[src/rtl/seqr_pkg.sv]
`timescale 1ns/1ps
package seqr_pkg;
    localparam int NUM_PROGS = 16;
    localparam int NUM_SLOTS = 4;
    localparam int ADDR_W    = 15;
    localparam int MAX_WORDS = 2048;
    localparam int CNT_W     = 16;
    localparam int LEN_W     = $clog2(MAX_WORDS + 1);
    localparam int PROG_W    = $clog2(NUM_PROGS);
    localparam int SLOT_W    = $clog2(NUM_SLOTS);
    localparam int ENTRIES   = NUM_PROGS * NUM_SLOTS;
    localparam int IDX_W     = $clog2(ENTRIES);

    typedef enum logic [1:0] {
        MODE_FOREVER = 2'd0,
        MODE_COUNTED = 2'd1,
        MODE_ONCE    = 2'd2,
        MODE_ONCE_B  = 2'd3
    } loop_mode_e;

    typedef struct packed {
        logic [ADDR_W-1:0] base;
        logic [LEN_W-1:0]  words;
        loop_mode_e        mode;
        logic [CNT_W-1:0]  reps;
        logic              last;
    } slot_cfg_t;

    function automatic logic [LEN_W-1:0] eff_words(input logic [LEN_W-1:0] w);
        return (w == '0) ? LEN_W'(1) : w;
    endfunction

    function automatic logic [CNT_W-1:0] eff_reps(input logic [CNT_W-1:0] r);
        return (r == '0) ? CNT_W'(1) : r;
    endfunction

    function automatic logic is_final(input slot_cfg_t c, input logic [SLOT_W-1:0] s);
        return c.last || (s == SLOT_W'(NUM_SLOTS - 1));
    endfunction
endpackage

[src/rtl/seqr_slot_table.sv]
`timescale 1ns/1ps
module seqr_slot_table
    import seqr_pkg::*;
(
    input  logic              clk,
    input  logic              rst,
    input  logic              wr_en,
    input  logic [PROG_W-1:0] wr_prog,
    input  logic [SLOT_W-1:0] wr_slot,
    input  slot_cfg_t         wr_data,
    input  logic [PROG_W-1:0] rd_prog,
    input  logic [SLOT_W-1:0] rd_slot,
    output slot_cfg_t         rd_data
);
    slot_cfg_t         tbl [ENTRIES];
    logic [IDX_W-1:0]  wr_idx;
    logic [IDX_W-1:0]  rd_idx;

    assign wr_idx  = {wr_prog, wr_slot};
    assign rd_idx  = {rd_prog, rd_slot};
    assign rd_data = tbl[rd_idx];

    always_ff @(posedge clk) begin
        if (rst) begin
            for (int e = 0; e < ENTRIES; e++) tbl[e] <= '0;
        end else if (wr_en) begin
            tbl[wr_idx] <= wr_data;
        end
    end

    // a written entry holds the written value one clock later
    a_r2_write_lands: assert property (@(posedge clk) disable iff (rst)
        wr_en |=> tbl[$past(wr_idx)] == $past(wr_data));
endmodule

[src/rtl/seqr_switch_ctl.sv]
`timescale 1ns/1ps
module seqr_switch_ctl
    import seqr_pkg::*;
(
    input  logic              clk,
    input  logic              rst,
    input  logic              req,
    input  logic [PROG_W-1:0] req_prog,
    input  logic              req_now,
    input  logic              src_prbs,
    input  logic              running,
    input  logic              seg_end,
    output logic              take_now,
    output logic              take_end,
    output logic [PROG_W-1:0] new_prog
);
    logic              pend_q;
    logic [PROG_W-1:0] pend_prog_q;
    logic              defer;

    assign take_now = req && (req_now || src_prbs || !running);
    assign defer    = req && !take_now;
    assign take_end = running && seg_end && !take_now && (defer || pend_q);
    assign new_prog = req ? req_prog : pend_prog_q;

    always_ff @(posedge clk) begin
        if (rst) begin
            pend_q      <= 1'b0;
            pend_prog_q <= '0;
        end else if (take_now || take_end) begin
            pend_q      <= 1'b0;
        end else if (defer) begin
            pend_q      <= 1'b1;
            pend_prog_q <= req_prog;
        end
    end

    // an immediate switch leaves no deferred request waiting
    a_r9_imm_clears_pending: assert property (@(posedge clk) disable iff (rst)
        take_now |=> !pend_q);
    // with a pseudo-random source nothing is ever deferred
    a_r11_prbs_never_defers: assert property (@(posedge clk) disable iff (rst)
        (req && src_prbs) |=> !pend_q);
    // a deferred request is held until a segment end takes it
    a_r10_defer_held: assert property (@(posedge clk) disable iff (rst)
        (defer && !take_end) |=> pend_q && pend_prog_q == $past(req_prog));
endmodule

[src/rtl/segloop_sequencer.sv]
`timescale 1ns/1ps
module segloop_sequencer
    import seqr_pkg::*;
(
    input  logic              clk,
    input  logic              rst,
    input  logic              cfg_we,
    input  logic [PROG_W-1:0] cfg_prog,
    input  logic [SLOT_W-1:0] cfg_slot,
    input  logic [ADDR_W-1:0] cfg_base,
    input  logic [LEN_W-1:0]  cfg_words,
    input  logic [1:0]        cfg_mode,
    input  logic [CNT_W-1:0]  cfg_reps,
    input  logic              cfg_last,
    input  logic              req,
    input  logic [PROG_W-1:0] req_prog,
    input  logic              req_now,
    input  logic              src_prbs,
    output logic [ADDR_W-1:0] rd_addr,
    output logic              rd_valid,
    output logic              done,
    output logic [PROG_W-1:0] act_prog,
    output logic [SLOT_W-1:0] act_slot
);
    logic              running_q, done_q;
    logic [PROG_W-1:0] prog_q;
    logic [SLOT_W-1:0] slot_q;
    logic [LEN_W-1:0]  offs_q;
    logic [CNT_W-1:0]  pass_q;
    slot_cfg_t         wr_cfg, cur;
    logic              seg_end, take_now, take_end, reps_met;
    logic [PROG_W-1:0] new_prog;

    assign wr_cfg = '{base: cfg_base, words: cfg_words, mode: loop_mode_e'(cfg_mode),
                      reps: cfg_reps, last: cfg_last};

    seqr_slot_table u_table (
        .clk(clk), .rst(rst),
        .wr_en(cfg_we), .wr_prog(cfg_prog), .wr_slot(cfg_slot), .wr_data(wr_cfg),
        .rd_prog(prog_q), .rd_slot(slot_q), .rd_data(cur)
    );

    assign seg_end  = offs_q == (eff_words(cur.words) - LEN_W'(1));
    assign reps_met = ({1'b0, pass_q} + (CNT_W+1)'(1)) >= {1'b0, eff_reps(cur.reps)};

    seqr_switch_ctl u_switch (
        .clk(clk), .rst(rst),
        .req(req), .req_prog(req_prog), .req_now(req_now), .src_prbs(src_prbs),
        .running(running_q), .seg_end(seg_end),
        .take_now(take_now), .take_end(take_end), .new_prog(new_prog)
    );

    always_ff @(posedge clk) begin
        if (rst) begin
            running_q <= 1'b0;
            done_q    <= 1'b0;
            prog_q    <= '0;
            slot_q    <= '0;
            offs_q    <= '0;
            pass_q    <= '0;
        end else if (take_now || take_end) begin
            running_q <= 1'b1;
            done_q    <= 1'b0;
            prog_q    <= new_prog;
            slot_q    <= '0;
            offs_q    <= '0;
            pass_q    <= '0;
        end else if (running_q) begin
            if (!seg_end) begin
                offs_q <= offs_q + LEN_W'(1);
            end else if (cur.mode == MODE_FOREVER ||
                         (cur.mode == MODE_COUNTED && !reps_met)) begin
                offs_q <= '0;
                if (cur.mode == MODE_COUNTED) pass_q <= pass_q + CNT_W'(1);
            end else begin
                offs_q <= '0;
                pass_q <= '0;
                if (is_final(cur, slot_q)) begin
                    running_q <= 1'b0;
                    done_q    <= 1'b1;
                end else begin
                    slot_q <= slot_q + SLOT_W'(1);
                end
            end
        end
    end

    assign rd_valid = running_q;
    assign rd_addr  = cur.base + ADDR_W'(offs_q);
    assign done     = done_q;
    assign act_prog = prog_q;
    assign act_slot = slot_q;

    // a finished program presents no valid address
    a_r8_done_no_valid: assert property (@(posedge clk) disable iff (rst)
        done_q |-> !running_q);
    // done only rises out of a running program
    a_r8_done_from_run: assert property (@(posedge clk) disable iff (rst)
        $rose(done_q) |-> $past(running_q));
    // an accepted start lands on slot 0, word 0
    a_r3_start_origin: assert property (@(posedge clk) disable iff (rst)
        take_now |=> running_q && offs_q == '0 && slot_q == '0);
    // inside a segment the word offset steps by one
    a_r4_word_step: assert property (@(posedge clk) disable iff (rst)
        (running_q && !seg_end && !take_now) |=> offs_q == $past(offs_q) + LEN_W'(1));
    // a forever slot without a switch stays in place and restarts its segment
    a_r5_forever_stays: assert property (@(posedge clk) disable iff (rst)
        (running_q && seg_end && !take_now && !take_end && cur.mode == MODE_FOREVER)
        |=> running_q && offs_q == '0 && slot_q == $past(slot_q));
endmodule

[config.mk]
export PLATFORM = sky130hd
export DESIGN_NAME = segloop_sequencer
export DESIGN_NICKNAME = d
export VERILOG_FILES = /design/src/rtl/seqr_pkg.sv /design/src/rtl/seqr_slot_table.sv /design/src/rtl/seqr_switch_ctl.sv /design/src/rtl/segloop_sequencer.sv
export SDC_FILE = /design/constraint.sdc
export NUM_CORES = 2
export LEC_CHECK = 0
export BUFFER_PORTS_ARGS = -buffer_cell sky130_fd_sc_hd__buf_4
export CAP_MARGIN = 20
export CORE_MARGIN = 8
export CORE_UTILIZATION = 30
export DETAILED_ROUTE_END_ITERATION = 6
export GPL_TIMING_DRIVEN = 0
export PLACE_DENSITY = 0.52
export RECOVER_POWER = 100
export SETUP_SLACK_MARGIN = 0.2
export SYNTH_ARGS = -nofsm -noshare
export SYNTH_HDL_FRONTEND = slang
export SYNTH_SLANG_ARGS = --single-unit
[constraint.sdc]
create_clock -name clk -period 7.8 [get_ports clk]
set_clock_uncertainty 0.15 [all_clocks]
set_input_delay 0 -clock clk [delete_from_list [all_inputs] [get_ports clk]]
set_output_delay 0 -clock clk [all_outputs]
set_load 0.01 [all_outputs]
==> metrics.md <==
| Metric | Value |
|---|---|
| HPWL Detailed | `406,000 um` |
| CTS Sinks | `2,985` |
| Routed Antenna Nets | `0` |
| Setup crit start kind | `input pin` |
| DR WL/cell | `38.2 um` |
| Number of global-route vias before repair | `86,100` |
| Die ar. | `480,000 um^2` |
| Clock Tree Buf Depth | `4` |
| Fin crit period | `8.27 ns` |
| Worst Hold End | `u_table.tbl[4][35]` |
| Critical path cell sequence | `dlygate4sd3_1 -> clkbuf_1 -> or3_1 -> nand2b_1 -> nor2_1 -> clkbuf_1 -> clkbuf_1 -> or2_0 -> clkbuf_1 -> clkbuf_1` |
| Gpl congestion | `0.924` |
| Hold Crit Class | `input pin to register` |
| Met3 usage | `8.19%` |
| Post-route clock period utilization | `106%` |
| Most used routing layer | `met2` |
| Slowest CP cell | `clkbuf_1` |
| Worst EP required | `8.16 ns` |
| Leakage | `0.0513 uW` |
| Status | `complete, but fails checks` |
| Worst Hold Launch | `cfg_base[4]` |
| Core Util, Final | `35.2%` |
| CTS Buf Count | `333` |
| GRT overflow | `0` |
| Root Driver | `clkbuf_16` |
| Final Hold Vio Count | `0` |
| Reg2Reg Depth | `21` |
| Initial antenna violation count | `141` |
| Max-cap viol count | `151` |
| Top Ports | `85` |
| Crit end category | `register` |
| Ys flop type | `edfxtp_1` |
| Seq cells post-synth | `2,985` |
| Largest net degree at the start of global routing | `35` |
| Crit path max fanout | `18` |
| Die width | `693 um` |
| Clock tree from TritonCTS | `yes` |
| Vias per cell | `5.61` |
| Post-layout nets | `9,548` |
| Fmax | `121 MHz` |
| Die Height | `693 um` |
| VDD IR max | `171 uV` |
| Slew @ Worst Pin | `5.16 ns` |
| CTS clk-pin slew, worst paths | `0.06 ns` |
| Relative slew margins | `-244%` |
| Starting DRT DRC Count | `15,200` |
| Final setup fails | `439` |
| Residual DRC | `0` |
| Failing checks | `capacitance limit, slew limit, setup timing` |
| Worst EP arrival | `8.62 ns` |
| Port Buffer Count | `32` |
| EDFF count, synth | `2,944` |
| Crit path kind | `input pin to register` |
| Final WS setup | `-0.465 ns` |
| Vias | `88,600` |
| Slowest stage delay, CP | `1.82 ns` |
| Most used cell, CP | `clkbuf_1` |
| Fraction of registers with async set/reset | `0%` |
| Area Growth Syn to Fin | `16.9%` |
| Initial Util | `30.1%` |
| Met2 Use GR | `37.2%` |
| Drt total wl | `604,000 um` |
| Synth unique cells | `80` |
| Std-Cell Core Area | `456,000 um^2` |
| Post-synthesis sequential area ratio | `64.9%` |
| H-tree depth | `5` |
| RR Endpoint | `pass_q[1]` |
| Mapped Cells | `8,718` |
| Reg-to-reg setup timing slack | `-0.02 ns` |
| Share of cells above drive strength 1 | `18.4%` |
| Syn_nets | `8,813` |
| Synth Warn # | `0` |
| Slew Limit Fails | `3,284` |
| Global-route wire length before repair | `784,000 um` |
| Synth Area per Inst | `15.8 um^2` |
| First-pass DRT Iterations | `6` |
| GR Util met1 | `30.2%` |
| Final hold slack | `0.0142 ns` |
| P per Cell Area | `232 nW/um^2` |
| Worst skew pair latency | `0.97 ns` |
| RSZ-0062 raised after global routing | `true` |
| Hold path cells | `4` |
| Post-Syn Area | `137,000 um^2` |
| Row Count | `248` |
| GRT Util Overall | `24.2%` |
| Worst r2r src | `act_prog[0]` |
-- report_power, final --
part | internal [uW] | leakage, uW | switching [uW]
Sequential | 18500 | 0.0283 | 231
Combinational | 1010 | 0.0180 | 2350
Clock | 8450 | 0.00494 | 6730
Total | 27900 | 0.0513 | 9310
-- Yosys cell counts, drive strengths merged, types with 21 or more instances --
library cell	n	area [um^2]
clkbuf	733	2750
a31oi	21	146
mux4	846	19100
inv	36	135
mux2i	125	1250
nor2	121	454
nand2	126	473
edfxtp	2944	88400
ha	32	400
and2	2963	18500
o21ai	35	175
buf	189	1090
nand3	34	170
dfxtp	41	821
a21oi	59	295
xnor2	22	193
a22oi	57	428
or2	67	419
-- placed cells by master (no fill, tap or decap), types with 34 or more instances in the layout --
master         instances
edfxtp_1            2944
inv_1                 35
buf_4                141
clkbuf_1             849
buf_8                 47
dlygate4sd3_1         65
and2_0              1613
a21oi_1               49
nor2_1               118
clkbuf_2              52
buf_1                 50
nand2_1              126
dfxtp_1               38
mux2i_1              125
diode_2               76
nand3_1               34
mux4_2               843
clkbuf_16            349
clkinv_2              46
or2_0                 64
buf_16                46
and2_1              1350
clkinv_1              92
a22oi_1               57
-- final cells by class --
| cell class | instances | area (um^2) |
|---|---|---|
| Antenna cell | 76 | 190 |
| Inverter | 36 | 135 |
| Timing Repair Buffer | 400 | 3290 |
| Fill cell | 43500 | 296000 |
| Sequential cell | 2985 | 89200 |
| Buffer | 922 | 5630 |
| Clock buffer | 422 | 8910 |
| Clock inverter | 172 | 1190 |
| Multi-Input combinational cell | 4775 | 44500 |
| Tap cell | 6000 | 7510 |
-- per-layer routing --
| layer | part of all wire (%) | vias up |
|---|---|---|
| met5 | 0.10 | - |
| met4 | 6.6 | 38 |
| met3 | 13 | 1690 |
| met2 | 44 | 6725 |
| met1 | 36 | 46500 |
| li1 | - | 33700 |
-- flip-flops by register name, summed over array words and instances (netlist names) --
register and cells:
rd_valid 1, u_switch.pend_q 1, done 1, offs_q 12, act_slot 2, u_table.tbl 2944
act_prog 4, pass_q 16, u_switch.pend_prog_q 4
-- through the flow --
stage | cell area, um^2 | std cells | total power (uW) | setup TNS [ns] | worst slack (ns)
CTS | 162000 | 15700 | 37200 | 0 | 0.118
floorplan | 137000 | 8718 | 20400 | 0 | 0.565
detailed placement | 149000 | 14900 | 22200 | -145.93 | -4.40
global route | 160000 | 15700 | 37900 | 0 | 0.0682
finish | 161000 | 15800 | 37200 | -79.30 | -0.465
global placement | 145000 | 14800 | 22000 | -210.23 | -6.33
-- worst max-delay path by stage --
stage	from	end
after global routing	act_prog[0]	u_switch.pend_prog_q[3]
after detailed placement	act_slot[1]	rd_addr[14]
after CTS	act_slot[0]	rd_addr[12]
after floorplan	act_slot[0]	rd_addr[14]
after global placement	act_prog[0]	pass_q[8]
final	cfg_slot[1]	u_table.tbl[56][30]
-- worst max-delay path: cells and delay by family --
kind / cells / cell delay, ns
AND/OR/NAND/NOR: 4 / 2.93
buffers and inverters: 6 / 5.60
-- logic make-up (layout without fill, tap and decap cells) --
logic type               after synthesis  count (layout)  share of synthesized area [%]
other                                  0              76                              0
multiplexers                         988             988                           14.9
AND/OR/NAND/NOR                     3454            3454                           15.4
AO/OA/AOI/OAI                        258             258                           1.32
flip-flops                          2985            2985                           64.9
buffers and inverters                958            1952                           2.89
XOR/XNOR                              42              42                          0.268
adder cells (fa/ha/maj)               33              33                          0.306
-- repair_timing --
action,in CTS,in global routing
endpoints found under the hold margin,2594,0
endpoints found under the setup margin,56,42
gates cloned,2,1
gates resized for setup,490,73
pin swaps,19,13
buffers inserted,84,26
hold buffers,65,0
Power figures use the tool's default switching activity.
